[config.mk]
export PLATFORM = sky130hd
export DESIGN_NAME = window_edge_locator
export DESIGN_NICKNAME = d
export VERILOG_FILES = /design/src/rtl/wel_pkg.sv /design/src/rtl/wel_hold_reg.sv /design/src/rtl/wel_glitch_filter.sv /design/src/rtl/wel_edge_scan.sv /design/src/rtl/window_edge_locator.sv
export SDC_FILE = /design/constraint.sdc
export NUM_CORES = 1
export LEC_CHECK = 0
export BUFFER_PORTS_ARGS = -buffer_cell sky130_fd_sc_hd__buf_2
export CAP_MARGIN = 20
export CELL_PAD_IN_SITES_DETAIL_PLACEMENT = 1
export CELL_PAD_IN_SITES_GLOBAL_PLACEMENT = 2
export CORE_ASPECT_RATIO = 1.2
export CORE_UTILIZATION = 35
export CTS_CLUSTER_SIZE = 30
export DETAILED_ROUTE_END_ITERATION = 16
export PLACE_DENSITY = 0.8
export SKIP_CTS_REPAIR_TIMING = 1
export SYNTH_ARGS = -nofsm -noshare
export SYNTH_HDL_FRONTEND = slang
export SYNTH_SLANG_ARGS = --single-unit
[constraint.sdc]
create_clock -name clk -period 2.9 [get_ports clk]
set_input_delay 0 -clock clk [delete_from_list [all_inputs] [get_ports clk]]
set_output_delay 0 -clock clk [all_outputs]
set_load 0.005 [all_outputs]
[src/rtl/wel_pkg.sv]
package wel_pkg;

    parameter int unsigned TAPS_DEF = 32;
    parameter int unsigned RUN_DEF  = 2;

    // held window plus the sample that precedes its tap 0
    typedef struct packed {
        logic                left;
        logic [TAPS_DEF-1:0] win;
    } held_t;

    function automatic logic maj3(input logic a, input logic b, input logic c);
        return (a & b) | (a & c) | (b & c);
    endfunction

    function automatic logic more_than_one(input logic [TAPS_DEF-1:0] v);
        return |(v & (v - 1'b1));
    endfunction

endpackage

[src/rtl/wel_hold_reg.sv]
module wel_hold_reg
    import wel_pkg::*;
#(
    parameter int unsigned TAPS = TAPS_DEF
) (
    input  logic            clk,
    input  logic            rst,
    input  logic            stb_i,
    input  logic [TAPS-1:0] samples_i,
    output logic [TAPS-1:0] win_o,
    output logic            left_o,
    output logic            pend_o
);

    logic [TAPS-1:0] win_q;
    logic            left_q;
    logic            pend_q;

    always_ff @(posedge clk) begin
        if (rst) begin
            win_q  <= '0;
            left_q <= 1'b0;
            pend_q <= 1'b0;
        end else begin
            pend_q <= stb_i;
            if (stb_i) begin
                left_q <= win_q[TAPS-1];
                win_q  <= samples_i;
            end
        end
    end

    assign win_o  = win_q;
    assign left_o = left_q;
    assign pend_o = pend_q;

endmodule

[src/rtl/wel_glitch_filter.sv]
module wel_glitch_filter
    import wel_pkg::*;
#(
    parameter int unsigned TAPS = TAPS_DEF
) (
    input  logic [TAPS-1:0] raw_i,
    input  logic            left_i,
    output logic [TAPS-1:0] clean_o
);

    for (genvar i = 0; i < TAPS; i++) begin : g_tap
        if (i == TAPS - 1) begin : g_last
            assign clean_o[i] = raw_i[i];
        end else if (i == 0) begin : g_first
            assign clean_o[i] = maj3(left_i, raw_i[0], raw_i[1]);
        end else begin : g_mid
            assign clean_o[i] = maj3(raw_i[i-1], raw_i[i], raw_i[i+1]);
        end
    end

endmodule

[src/rtl/wel_edge_scan.sv]
module wel_edge_scan
    import wel_pkg::*;
#(
    parameter int unsigned TAPS  = TAPS_DEF,
    parameter int unsigned RUN   = RUN_DEF,
    localparam int unsigned TAP_W = $clog2(TAPS)
) (
    input  logic [TAPS-1:0]  clean_i,
    input  logic             left_i,
    output logic             hit_o,
    output logic             multi_o,
    output logic [TAP_W-1:0] tap_o
);

    logic [TAPS:0]   ext;
    logic [TAPS-1:0] mark;

    assign ext = {clean_i, left_i};

    for (genvar i = 0; i < TAPS; i++) begin : g_mark
        if (i + RUN < TAPS) begin : g_ok
            logic hold_ok;
            always_comb begin
                hold_ok = 1'b1;
                for (int k = 1; k <= RUN; k++) begin
                    if (clean_i[i+k] != clean_i[i]) hold_ok = 1'b0;
                end
            end
            assign mark[i] = (ext[i+1] != ext[i]) && hold_ok;
        end else begin : g_none
            assign mark[i] = 1'b0;
        end
    end

    always_comb begin
        tap_o = '0;
        for (int i = TAPS - 1; i >= 0; i--) begin
            if (mark[i]) tap_o = TAP_W'(i);
        end
    end

    assign hit_o   = |mark;
    assign multi_o = |(mark & (mark - 1'b1));

endmodule

[src/rtl/window_edge_locator.sv]
module window_edge_locator
    import wel_pkg::*;
#(
    parameter int unsigned TAPS  = TAPS_DEF,
    parameter int unsigned RUN   = RUN_DEF,
    localparam int unsigned TAP_W = $clog2(TAPS)
) (
    input  logic             clk,
    input  logic             rst,
    input  logic             win_stb,
    input  logic [TAPS-1:0]  samples,
    output logic             edge_found,
    output logic [TAP_W-1:0] edge_tap,
    output logic             edge_multi
);

    logic [TAPS-1:0]  held_win;
    logic             held_left;
    logic             pend;
    logic [TAPS-1:0]  clean;
    logic             hit;
    logic             multi;
    logic [TAP_W-1:0] tap;

    wel_hold_reg #(.TAPS(TAPS)) u_hold (
        .clk      (clk),
        .rst      (rst),
        .stb_i    (win_stb),
        .samples_i(samples),
        .win_o    (held_win),
        .left_o   (held_left),
        .pend_o   (pend)
    );

    wel_glitch_filter #(.TAPS(TAPS)) u_filt (
        .raw_i  (held_win),
        .left_i (held_left),
        .clean_o(clean)
    );

    wel_edge_scan #(.TAPS(TAPS), .RUN(RUN)) u_scan (
        .clean_i(clean),
        .left_i (held_left),
        .hit_o  (hit),
        .multi_o(multi),
        .tap_o  (tap)
    );

    always_ff @(posedge clk) begin
        if (rst) begin
            edge_found <= 1'b0;
            edge_multi <= 1'b0;
            edge_tap   <= '0;
        end else begin
            edge_found <= pend & hit;
            edge_multi <= pend & multi;
            if (pend && hit) edge_tap <= tap;
        end
    end

endmodule

==> results.ini <==
[timing]
hold_violations=6
setup-violations-final=0
setup_ws_ns=0.1976
whs_ns=-0.04442
period_minus_slack_ns=2.702
fin_crit_sh_pct=93.19
drv_slew=0
final.setup_skew_ns=0.007818
finalSetupTns_ns=0
rsz0062_at_grt=false
max_slew.worst_pin.slew_ns=1.010
clock.fmax_ghz=0.3700
max_slew_margin_pct=32.66

[cts]
cts_tree=yes
cts_buffers=5
clkTransAtPathRegs_ns=0.06
cts_root_buf=clkbuf_16
cts_sinks=41
clock_latency_ns=0.29
htreeDepth=2
cts.path.max_buffers=2

[finish]
antenna_cells=0
syn_to_final_growth_pct=19.28
layout_common_cells=nor2_1, buf_2, nand2_1, dfxtp_1, mux2i_1
drive_above_1_share_pct=19.89
fin_area_um2=4367
nets=562
mostFrequentLayoutCell=nor2_1
layout.cells.non_filler=654

[yosys]
yosysSeqAreaShare_pct=22.42
synthDistinctLibCells=78
async_flop_share_pct=0
synthesis.area_um2=3661
synth_edf_count=0
synthTopCellsByArea=dfxtp_1, mux2i_1, nor2_1, nand2_1, o2111ai_1
syn-num-nets=511
synth_area_leader_cell=dfxtp_1
synth_warnings=0
syn_area_per_cell_um2=7.691
yosysTopAreaCellShare_pct=22.42
syn_inst=476
synth_ff_type=dfxtp_1
ys_ff_latch=41

[global_routing]
overflow=0
grt_max_degree=35
track_usage_pct=19.48
grt_pass1_wl_um=17130
grt_pass1_vias=3651
antenna_found_initial=0

[critical_path]
end_kind=flip-flop
start_kind=flip-flop
crit_slowest_cell=or4_4
crit_type=reg2reg
r2r-start=u_hold.win_o[16]
slowest_delay_ns=0.56
crit_fanout=10
startpoint=u_hold.win_o[16]
crit_chain=or2_1 > a2111oi_0 > a311o_1 > or4_4 > o41ai_2 > a32oi_1 > a2111oi_2 > a41oi_1
cp.required_ns=3.03
worstPathArrival_ns=2.84
reg2reg_slack_ns=0.20

[floorplanning]
start_util_pct=36.21
pin_count=42
rows=40
dieArea_um2=10870
die_w_um=95.37
die_h_um=114.0
coreArea_um2=10110

[min_path]
hp-class=in2reg
worst_hold_startpoint=samples[20]

[route]
wirelength_um=10250
num_vias=3795
via_per_inst=5.803
top_layer_used=met4
met2_wirelength_um=5224
drt-wirelength-per-cell_um=15.67
drc=0
wl_met3_um=162
wl_met1_um=4747
dr.pass1.iters=4
final_antenna_net_count=0
first_iter_violations=115

[placement]
dp_hpwl_um=7538
dpl_cell_area_um2=3913
port_buffers=41
place_inst=620
place_ws_ns=0.1238
place_congestion=0.8397

[outcome]
status=complete, but fails checks
violations=hold timing

[power_and_ir_drop]
p_leak_uw=0.001743
p_per_area_nw_per_um2=427.6
max-vdd-ir-drop_mv=0.2120

[run]
maxCapViolCount=0

report_power, final:
part / internal (µW) / leakage, µW / switching, µW / total [µW]
Sequential: 602 / 0.000339 / 83.4 / 685
Combinational: 245 / 0.00132 / 271 / 516
Clock: 431 / 0.0000841 / 236 / 667
worst paths after layout:
path | end | cells after the start
max | edge_multi | 8
min | u_hold.win_o[20] | 3
max reg2reg | edge_multi | 8
min reg2reg | edge_tap[3] | 2
Yosys cell counts, drive strengths merged (3+ instances only):
cell type and count:
nand2b 3, and3 3, nand3 20, a21o 4, clkbuf 11, nand2 39
nor3 12, a2111oi 7, a31oi 7, o311a 4, o211ai 3, and2 16
a21oi 13, a311oi 3, o221ai 6, nand3b 3, nand4 11, or2 22
a211oi 3, xor2 3, a32oi 3, mux2i 34, dfxtp 41, and3b 4
buf 30, o2111ai 14, nor2 73, or4 5, o311ai 15, nor3b 3
nor4 5, nor2b 3, o21ai 24, inv 3
critical path: cells and delay by family, from the launching register on:
kind | cells | cell delay (ns)
compound gates | 6 | 1.28
flops | 1 | 0.51
simple gates | 2 | 0.75
metrics by stage:
stage          utilization (%)  total power, µW  hold slack (ns)
3_5_place_dp             38.70             1180           0.2446
4_1_cts                  40.41             1852         -0.05194
3_3_place_gp             38.70             1167           0.2307
6_report                 43.19             1867         -0.04442
2_1_floorplan                -             1048           0.1320
5_1_grt                  43.19             1978         0.002196
area by class of cell:
class / count / area [µm²]
Fill cell: 1263 / 5743
Sequential cell: 41 / 824.5
Inverter: 3 / 11.26
Multi-Input combinational cell: 391 / 2600
Timing Repair Buffer: 85 / 600.6
Clock inverter: 1 / 30.03
Tap cell: 126 / 157.7
Clock buffer: 7 / 142.6
metal layers:
metal  vias to the layer above  GRT usage (%)
met2                        41          35.43
li1                       1899              -
met4                         0          4.949
met1                      1846          23.99
met5                         -              0
met3                         9          2.000
registers in the layout, indices dropped and copies added, names as in the netlist:
name           cells
u_hold.win_o      32
u_hold.pend_o      1
edge_found         1
u_hold.left_o      1
edge_multi         1
edge_tap           5
cells by family (layout without fill, tap and decap cells):
logic type | Yosys count | count (layout) | synth area share (%)
XOR/XNOR | 5 | 5 | 1.196
buffers and inverters | 44 | 96 | 7.040
AND/OR/NAND/NOR | 227 | 227 | 32.09
flip-flops | 41 | 41 | 22.42
multiplexers | 34 | 34 | 9.296
AO/OA/AOI/OAI | 125 | 125 | 27.96
Note: power is estimated with default switching activity, not from simulation.
